`config.mk`:
```
export PLATFORM = sky130hd
export DESIGN_NAME = ssq_top
export DESIGN_NICKNAME = d
export VERILOG_FILES = /design/src/rtl/ssq_pkg.sv /design/src/rtl/ssq_ctrl.sv /design/src/rtl/ssq_datapath.sv /design/src/rtl/ssq_top.sv
export SDC_FILE = /design/constraint.sdc
export NUM_CORES = 1
export LEC_CHECK = 0
export BUFFER_PORTS_ARGS = -buffer_cell sky130_fd_sc_hd__buf_4
export CAP_MARGIN = 20
export CORE_MARGIN = 5
export CORE_UTILIZATION = 49
export CTS_BUF_LIST = sky130_fd_sc_hd__clkbuf_16
export CTS_CLUSTER_DIAMETER = 150
export DETAILED_ROUTE_END_ITERATION = 8
export GPL_ROUTABILITY_DRIVEN = 0
export GPL_TIMING_DRIVEN = 0
export MAX_ROUTING_LAYER = met4
export PLACE_DENSITY = 0.75
export SLEW_MARGIN = 20
export SYNTH_ARGS = -nofsm -noshare
export SYNTH_HDL_FRONTEND = slang
export SYNTH_SLANG_ARGS = --single-unit
```
`constraint.sdc`:
```
create_clock -name clk -period 1.6 [get_ports clk]
set_clock_uncertainty 0.15 [all_clocks]
set_input_delay 0.08 -clock clk [delete_from_list [all_inputs] [get_ports clk]]
set_output_delay 0.08 -clock clk [all_outputs]
set_load 0.02 [all_outputs]
```
`src/rtl/ssq_pkg.sv`:
```
package ssq_pkg;

  typedef enum logic [1:0] {
    PWM_LOW  = 2'b00,
    PWM_HIGH = 2'b01,
    PWM_MID  = 2'b10,
    PWM_HIZ  = 2'b11
  } pwmLevel_e;

  typedef enum logic [2:0] {
    ST_CFG,
    ST_IDLE,
    ST_MIDSET,
    ST_DRVON,
    ST_RAMP,
    ST_DONE
  } seqState_e;

  typedef struct packed {
    logic cfgPhase;
    logic latchCfg;
    logic clear;
    logic rampRun;
    logic pulseArm;
  } seqStrobe_t;

endpackage

```
`src/rtl/ssq_ctrl.sv`:
```
module ssq_ctrl
  import ssq_pkg::*;
#(
  parameter int CFG_CYCLES = 8
) (
  input  logic       clk,
  input  logic       rstN,
  input  logic       enable,
  input  logic       drvReady,
  input  logic       atTarget,
  output seqStrobe_t strb,
  output logic       drvEn,
  output logic       ssDone
);

  localparam int CW = (CFG_CYCLES > 1) ? $clog2(CFG_CYCLES) : 1;
  localparam logic [CW-1:0] CFG_LAST = CW'(CFG_CYCLES - 1);

  seqState_e state, stateNext;
  logic [CW-1:0] cfgCnt;
  logic cfgLast;

  assign cfgLast = (state == ST_CFG) && (cfgCnt == CFG_LAST);

  always_ff @(posedge clk) begin
    if (!rstN) begin
      state  <= ST_CFG;
      cfgCnt <= '0;
    end else begin
      state <= stateNext;
      if (state == ST_CFG && !cfgLast) cfgCnt <= cfgCnt + 1'b1;
    end
  end

  always_comb begin
    stateNext = state;
    unique case (state)
      ST_CFG:    if (cfgLast) stateNext = ST_IDLE;
      ST_IDLE:   if (enable) stateNext = ST_MIDSET;
      ST_MIDSET: stateNext = enable ? ST_DRVON : ST_IDLE;
      ST_DRVON:  if (!enable) stateNext = ST_IDLE;
                 else if (drvReady) stateNext = ST_RAMP;
      ST_RAMP:   if (!enable) stateNext = ST_IDLE;
                 else if (atTarget) stateNext = ST_DONE;
      ST_DONE:   if (!enable) stateNext = ST_IDLE;
      default:   stateNext = ST_CFG;
    endcase
  end

  logic running;
  assign running = (state == ST_RAMP) || (state == ST_DONE);

  always_comb begin
    strb.cfgPhase = (state == ST_CFG);
    strb.latchCfg = cfgLast;
    strb.rampRun  = (state == ST_RAMP);
    strb.pulseArm = running;
    strb.clear    = (state != ST_CFG) && (!enable || !running);
  end

  assign drvEn  = (state == ST_DRVON) || running;
  assign ssDone = (state == ST_DONE);

  AST_DRV_AFTER_MID: assert property (@(posedge clk) disable iff (!rstN)
    $rose(drvEn) |-> $past(state) == ST_MIDSET);

  AST_NO_RAMP_NOT_READY: assert property (@(posedge clk) disable iff (!rstN)
    (state == ST_DRVON && !drvReady) |=> state != ST_RAMP);

  AST_ZERO_DONE: assert property (@(posedge clk) disable iff (!rstN)
    (state == ST_RAMP && atTarget && enable) |=> ssDone);

  AST_DISABLE_DROPS: assert property (@(posedge clk) disable iff (!rstN)
    (state != ST_CFG && !enable) |=> (!drvEn && !ssDone));

endmodule

```
`src/rtl/ssq_datapath.sv`:
```
module ssq_datapath
  import ssq_pkg::*;
#(
  parameter int NRAIL       = 2,
  parameter int PH_PER_RAIL = 3,
  parameter int DAC_W       = 8,
  parameter int FAST_PER_0  = 2,
  parameter int FAST_PER_1  = 6
) (
  input  logic                           clk,
  input  logic                           rstN,
  input  seqStrobe_t                     strb,
  input  logic [NRAIL*PH_PER_RAIL-1:0]   phaseAbsent,
  input  logic [DAC_W-1:0]               bootCode,
  input  logic                           slewSel,
  input  logic [NRAIL*PH_PER_RAIL-1:0]   pwmPulse,
  output logic [2*NRAIL*PH_PER_RAIL-1:0] pwmReq,
  output logic [DAC_W-1:0]               dacCode,
  output logic                           atTarget
);

  localparam int NPH      = NRAIL * PH_PER_RAIL;
  localparam int SS_PER_0 = 2 * FAST_PER_0;
  localparam int SS_PER_1 = 2 * FAST_PER_1;
  localparam int PER_MAX  = (SS_PER_0 > SS_PER_1) ? SS_PER_0 : SS_PER_1;
  localparam int DIV_W    = $clog2(PER_MAX + 1);

  logic [DAC_W-1:0] bootQ;
  logic             slewQ;
  logic [NPH-1:0]   phaseOnQ;
  logic [NPH-1:0]   phaseOnRaw;

  always_comb begin
    phaseOnRaw    = ~phaseAbsent;
    phaseOnRaw[0] = 1'b1;
  end

  always_ff @(posedge clk) begin
    if (!rstN) begin
      bootQ    <= '0;
      slewQ    <= 1'b0;
      phaseOnQ <= '0;
    end else if (strb.latchCfg) begin
      bootQ    <= bootCode;
      slewQ    <= slewSel;
      phaseOnQ <= phaseOnRaw;
    end
  end

  // Soft-start step divider and DAC counter
  logic [DIV_W-1:0] stepPer;
  logic [DIV_W-1:0] divQ;
  logic [DAC_W-1:0] dacQ;

  assign stepPer  = slewQ ? DIV_W'(SS_PER_1) : DIV_W'(SS_PER_0);
  assign atTarget = (dacQ == bootQ);

  always_ff @(posedge clk) begin
    if (!rstN) begin
      divQ <= '0;
      dacQ <= '0;
    end else if (strb.clear) begin
      divQ <= '0;
      dacQ <= '0;
    end else if (strb.rampRun && !atTarget) begin
      if (divQ == stepPer - 1'b1) begin
        divQ <= '0;
        dacQ <= dacQ + 1'b1;
      end else begin
        divQ <= divQ + 1'b1;
      end
    end
  end

  assign dacCode = dacQ;

  // Per-phase level request
  for (genvar i = 0; i < NPH; i++) begin : g_phase
    pwmLevel_e pwmQ;
    logic      activeQ;

    always_ff @(posedge clk) begin
      if (!rstN) begin
        activeQ <= 1'b0;
        pwmQ    <= PWM_HIZ;
      end else if (strb.cfgPhase) begin
        activeQ <= 1'b0;
        pwmQ    <= PWM_HIZ;
      end else if (!phaseOnQ[i]) begin
        activeQ <= 1'b0;
        pwmQ    <= PWM_LOW;
      end else if (strb.clear) begin
        activeQ <= 1'b0;
        pwmQ    <= PWM_MID;
      end else if (activeQ || (strb.pulseArm && pwmPulse[i])) begin
        activeQ <= 1'b1;
        pwmQ    <= pwmPulse[i] ? PWM_HIGH : PWM_LOW;
      end else begin
        pwmQ    <= PWM_MID;
      end
    end

    assign pwmReq[2*i +: 2] = pwmQ;

    AST_CFG_HIZ: assert property (@(posedge clk) disable iff (!rstN)
      strb.cfgPhase |-> pwmQ == PWM_HIZ);

    AST_ABSENT_LOW: assert property (@(posedge clk) disable iff (!rstN)
      (!strb.cfgPhase && !phaseOnQ[i]) |=> pwmQ == PWM_LOW);

    AST_MID_UNTIL_PULSE: assert property (@(posedge clk) disable iff (!rstN)
      (pwmQ == PWM_MID && !pwmPulse[i]) |=> pwmQ != PWM_HIGH);

    AST_CLEAR_MID: assert property (@(posedge clk) disable iff (!rstN)
      (strb.clear && phaseOnQ[i]) |=> pwmQ == PWM_MID);
  end

  AST_DAC_STEP: assert property (@(posedge clk) disable iff (!rstN)
    (dacQ != $past(dacQ)) |-> ((dacQ == $past(dacQ) + 1'b1) || (dacQ == '0)));

  AST_DAC_BOUND: assert property (@(posedge clk) disable iff (!rstN)
    dacQ <= bootQ);

  AST_BOOT_STABLE: assert property (@(posedge clk) disable iff (!rstN)
    !strb.cfgPhase |=> ($stable(bootQ) && $stable(slewQ)));

endmodule

```
`src/rtl/ssq_top.sv`:
```
module ssq_top
  import ssq_pkg::*;
#(
  parameter int NRAIL       = 2,
  parameter int PH_PER_RAIL = 3,
  parameter int DAC_W       = 8,
  parameter int CFG_CYCLES  = 8,
  parameter int FAST_PER_0  = 2,
  parameter int FAST_PER_1  = 6
) (
  input  logic                           clk,
  input  logic                           rstN,
  input  logic                           enable,
  input  logic                           drvReady,
  input  logic [NRAIL*PH_PER_RAIL-1:0]   phaseAbsent,
  input  logic [DAC_W-1:0]               bootCode,
  input  logic                           slewSel,
  input  logic [NRAIL*PH_PER_RAIL-1:0]   pwmPulse,
  output logic [2*NRAIL*PH_PER_RAIL-1:0] pwmReq,
  output logic                           drvEn,
  output logic [DAC_W-1:0]               dacCode,
  output logic                           ssDone
);

  seqStrobe_t strb;
  logic       atTarget;

  ssq_ctrl #(
    .CFG_CYCLES(CFG_CYCLES)
  ) u_ctrl (
    .clk      (clk),
    .rstN     (rstN),
    .enable   (enable),
    .drvReady (drvReady),
    .atTarget (atTarget),
    .strb     (strb),
    .drvEn    (drvEn),
    .ssDone   (ssDone)
  );

  ssq_datapath #(
    .NRAIL       (NRAIL),
    .PH_PER_RAIL (PH_PER_RAIL),
    .DAC_W       (DAC_W),
    .FAST_PER_0  (FAST_PER_0),
    .FAST_PER_1  (FAST_PER_1)
  ) u_dp (
    .clk         (clk),
    .rstN        (rstN),
    .strb        (strb),
    .phaseAbsent (phaseAbsent),
    .bootCode    (bootCode),
    .slewSel     (slewSel),
    .pwmPulse    (pwmPulse),
    .pwmReq      (pwmReq),
    .dacCode     (dacCode),
    .atTarget    (atTarget)
  );

endmodule

```
# After elaboration in Yosys (flattened, before gate mapping)
# Cells that the tools add are included.
[op_classes] n_addsub=4 n_eq_ne=13 muxes=35 bitwise=8 reduce_logical=35
[op_table] cell="$mux W2" count=19
[op_table] cell="$reduce_or A4 Y1" count=6
[op_table] cell="$mux W3" count=7
[op_table] cell="$pmux W3 S6" count=1
[op_table] cell="$logic_and A1 B1 Y1" count=10
[op_table] cell="$eq A3 B3 Y1 const B" count=3
[op_table] cell="$logic_or A1 B1 Y1" count=9
[op_table] cell="$add A8 B1 Y8 const B" count=1
[op_table] cell="$eq A8 B8 Y1" count=1
[op_table] cell="$mux W4" count=2
[op_table] cell="$not A1 Y1" count=7
[op_table] cell="$eq A3 B2 Y1 const B" count=2
[op_table] cell="$mux W1" count=6
[op_table] cell="$ne A3 B3 Y1 const B" count=2
[op_table] cell="$not A6 Y6" count=1
[op_table] cell="$reduce_and A5 Y1" count=1
[op_table] cell="$add A4 B1 Y4 const B" count=1
[op_table] cell="$eq A4 B4 Y1" count=1
[op_table] cell="$logic_not A1 Y1" count=4
[op_table] cell="$ne A2 B2 Y1 const B" count=2
[op_table] cell="$reduce_or A2 Y1" count=2
[op_table] cell="$sub A4 B1 Y4 const B" count=1
[op_table] cell="$add A3 B1 Y3 const B" count=1
[op_table] cell="$eq A3 B1 Y1 const B" count=1
[op_table] cell="4 further kinds" count=4
[word_totals] ff_bits=51 wordCells=114

# Longest topological paths before layout
[depth] word_depth=7 depth_mapped=7 ltp_nobuf=5

# Cells and area by module
# A second synthesis with hierarchy kept.
[hier_totals] cells_unflattened=233 hier_area_um2=2184.6
[modules_own_cells] module="ssq_datapath" instances=1 cells_per_inst=191 area_each_um2=1829.3
[modules_own_cells] module="ssq_ctrl" instances=1 cells_per_inst=42 area_each_um2=355.3

# Worst setup path before layout
# Ideal clock, no wire load.
[synth_timing] kind="register to register" startpoint="reg u_dp.dacQ[1] (netlist: u_dp.dacCode[1])" endpoint="reg u_dp.dacQ[0] (netlist: u_dp.dacCode[0])" t_arrival_ps=1532 path_slack_ps=-209 path_stages_with_launch=6 n_path_buf=1 period_less_slack_ps=1809 path_cell_list="dfxtp_1 > xor2_1 > nor4_4 > buf_2 > a211oi_2 > mux2i_1"
[synth_via] elab_chain_cells=4
[synth_lines] element="from (decl)" line_no="ssq_datapath.sv:53" source="logic [DAC_W-1:0] dacQ;"
[synth_lines] element="from (signal assigned)" line_no="ssq_datapath.sv:68" source="dacQ <= dacQ + 1'b1;"
[synth_lines] element="$eq A8 B8 Y1" line_no="ssq_datapath.sv:56" source="assign atTarget = (dacQ == bootQ);"
[synth_lines] element="$logic_not A1 Y1" line_no="ssq_datapath.sv:65" source="end else if (strb.rampRun && !atTarget) begin"
[synth_lines] element="$logic_and A1 B1 Y1" line_no="ssq_datapath.sv:65"
[synth_lines] element="$reduce_and A2 Y1 (no source line)"
# Every way passes these cells.
# A chain may end at the register's enable or synchronous reset.

# Worst setup path in the final report
[layout_timing] startpoint="reg u_dp.dacQ[1] (netlist: u_dp.dacCode[1])" endpoint="reg u_ctrl.state[0]"
[layout_via] elab_chain_cells=3
[layout_lines] element="$eq A8 B8 Y1" line_no="ssq_datapath.sv:56"
[layout_lines] element="$ne A3 B3 Y1 (no source line)"
[layout_lines] element="$reduce_and A5 Y1 (no source line)"
[layout_lines] element="to (signal assigned)" line_no="ssq_ctrl.sv:30" source="state <= stateNext;"
[layout_lines] element="to (decl)" line_no="ssq_ctrl.sv:19" source="seqState_e state, stateNext;"
# Every way passes these cells.

==> out/results.txt <==
dpl cells - 358
fin. max-slew vios - 0
grt ovf - 0
overall routing resource usage - 22.35%
WP data required - 1.62 ns
Final period util - 117.3%
ys async rst share - 0%
first-pass iteration count of the detailed router - 4
Synth area leader - dfxtp_1
Post-Synthesis Cell Area - 2367 um^2
WS Path Type - flop to flop
layout cells sized above 1 - 43.44%
Crit-path slowest cell - nor4_4
Worst slew margin - 60.20%
CTS Buf Count - 5
PortBufs - 45
# setup viols final - 17
Sink Count - 51
Clock Path Buffers - 2
via count - 2,445
Cell Pwr Density - 728.5 nW/um^2
Final Hold Vio Count - 0
H-tree levels - 2
Post-Layout Cell Count - 420
I/O pin total - 47
unrepaired setup endpoints after global routing - true
r2r setup slk - -0.28 ns
die height - 79.51 um
sequential share of the synthesized area - 43.13%
crit-path max FO - 4
crit path DAT - 1.90 ns
synthesized instance count - 259
post-route ant nets - 0
syn_nets - 288
Synth Register Bits - 51
Worst Slack Setup Final - -0.2774 ns
reg2reg path depth - 4
clk slew on worst S/H paths - 0.07 ns
# rows - 25
status - finished, violations left
Min Clock Period, post-route - 1.877 ns
worst min-delay path class - input port to flop
die area - 6321 um^2
most common cell after layout, fill and taps aside - buf_4
drc violations - 0
Hold Path Depth - 3
Antenna Cells - 0
hold wc startpoint - rstN
failing checks - negative setup slack
Syn. warnings - 0
Hold Slack - 0.1296 ns
Layout Nets - 394
Avg Inst Size Synth - 9.140 um^2
area delta synth->final - 63.74%
post-synth cell types - 43
most frequent cells in the layout - buf_4, dfxtp_1, nand2_1
worst r2r dst - u_ctrl.state[0]$_SDFFE_PN0P_
Synth top area share - 43.13%
fmax - 532.7 MHz
Post-synth EDFFs - 0
total wire length - 8.262 mm
Max-Cap Viols - 0
vias in the first global route - 2,255
area of the core - 4692 um^2
crit-path cells - xor2_2 -> nor4_4 -> a21oi_2 -> a2111oi_4
CTS root buf - clkbuf_16
Crit. End Element - flop
RR Startpoint - u_dp.dacCode[1]$_SDFFE_PP0P_
worst-margin pin slew - 0.5970 ns
Hold Path Sink - u_dp.g_phase[4].activeQ$_SDFFE_PP0P_
crit start category - flop
global-route wire length before repair - 10.83 mm
P_leak - 1.481 nW
initial antenna violation count - 0
WL/cell - 19.67 um
CTS tree - built
clk_lat worst skew - 0.30 ns
dpl hpwl - 3.775 mm
Top FF cell, synth - dfxtp_1
width of the chip - 79.51 um
largest net degree at the start of global routing - 18
starting density of the core - 50.45%
VDD IR-drop max - 0.6339 mV
Synth area leaders - dfxtp_1, nand2_1, mux2i_1
vias per cell - 5.821
Worst path max stage delay - 0.47 ns
initial DRC count - 166
-- cell usage after synthesis (2+ instances only) --
library cell  count
dfxtp_1          51
nand2_1          44
nor2_1           21
o21ai_0          18
a21oi_1          16
mux2i_1          12
nand2b_1          9
o211ai_1          8
xor2_1            8
nand3_1           7
a2111oi_2         5
a211oi_1          5
clkbuf_1          5
buf_2             4
buf_6             4
ha_1              4
inv_1             3
a2111o_1          2
a211oi_2          2
and2_1            2
and3_1            2
buf_4             2
nand4_1           2
nor2b_1           2
nor4_4            2
xnor2_1           2
-- flip-flops by register name, indices dropped and copies added, names as in the netlist --
signal	cells
u_dp.g_phase.pwmQ	12
u_dp.bootQ	8
u_dp.dacCode	8
u_dp.g_phase.activeQ	6
u_dp.phaseOnQ	6
u_dp.divQ	4
u_ctrl.cfgCnt	3
u_ctrl.state	3
u_dp.slewQ	1
-- worst max path at each step --
stage | from | end | slack [ns]
2_1_floorplan | u_ctrl.state[2]$_SDFFE_PN0P_ | u_dp.dacCode[7]$_SDFFE_PP0P_ | -0.13
3_3_place_gp | u_dp.divQ[0]$_SDFFE_PP0P_ | u_dp.dacCode[4]$_SDFFE_PP0P_ | -0.25
3_5_place_dp | u_ctrl.state[2]$_SDFFE_PN0P_ | u_dp.dacCode[7]$_SDFFE_PP0P_ | -0.31
4_1_cts | u_ctrl.state[2]$_SDFFE_PN0P_ | u_dp.dacCode[7]$_SDFFE_PP0P_ | -0.26
5_1_grt | u_dp.dacCode[6]$_SDFFE_PP0P_ | u_dp.dacCode[4]$_SDFFE_PP0P_ | -0.31
6_report | u_dp.dacCode[1]$_SDFFE_PP0P_ | u_ctrl.state[0]$_SDFFE_PN0P_ | -0.28
-- power by group --
part           total, W  internal, W  switching (W)
clock           0.00124     0.000739       0.000500
combinational  0.000287     0.000161       0.000125
sequential      0.00130      0.00128      0.0000206
total           0.00282      0.00218       0.000646
-- metrics by stage --
stage	total power, W	utilization (%)	setup WS (ns)	TNS, ns	instance area [um^2]
after global routing	0.002893	82.61	-0.3122	-3.340	3876
after CTS	0.002762	74.00	-0.2595	-2.379	3472
after floorplan	0.001419	-	-0.1265	-0.9146	2405
after global placement	0.001493	59.89	-0.2464	-6.099	2810
after detailed placement	0.001497	59.89	-0.3096	-7.407	2810
final	0.002824	82.61	-0.2774	-2.373	3876
-- cell families (layout without fill, tap and decap cells) --
group / Yosys count / after routing / share of synthesized area [%]
AO/OA/AOI/OAI: 63 / 63 / 20.14
buffers and inverters: 19 / 126 / 4.809
AND/OR/NAND/NOR: 100 / 100 / 21.04
XOR/XNOR: 10 / 10 / 3.700
adder cells (fa/ha/maj): 4 / 4 / 2.114
multiplexers: 12 / 12 / 5.074
flip-flops: 51 / 51 / 43.13
-- what timing repair did --
action                                  4_1_cts  5_1_grt
setup buffers                                15       15
hold buffers                                 23        0
endpoints found under the setup margin       50       37
hold endpoints to repair                     33        0
pin swaps                                    16       13
gates cloned                                  5        0
resized for setup                            46       51
-- layout make-up --
type,count,area [um^2]
inverters,3,11.26
plain buffers,13,143.9
fillers,263,815.8
clock buffers,5,125.1
flip-flops and latches,51,1056
well taps,54,67.56
repair buffers,102,912.1
multi-input cells,189,1516
clock inverters,3,43.79
-- routing by layer --
| metal | share of wire [%] | track usage (%) | vias up |
|---|---|---|---|
| met4 | 3.4 | 7.560 | 0 |
| met5 | 0 | - | - |
| li1 | - | - | 1112 |
| met2 | 50 | 37.73 | 93 |
| met3 | 5.2 | 3.725 | 30 |
| met1 | 41 | 27.06 | 1210 |
-- critical path, delay by kind of cell, from the launching register on --
family	cells	cell delay, ns
xor gates and xnor gates	1	0.18
AOI/OAI and AO/OA	2	0.58
DFF	1	0.37
and+or+nand+nor	1	0.47
Note: power is estimated with default switching activity, not from simulation.
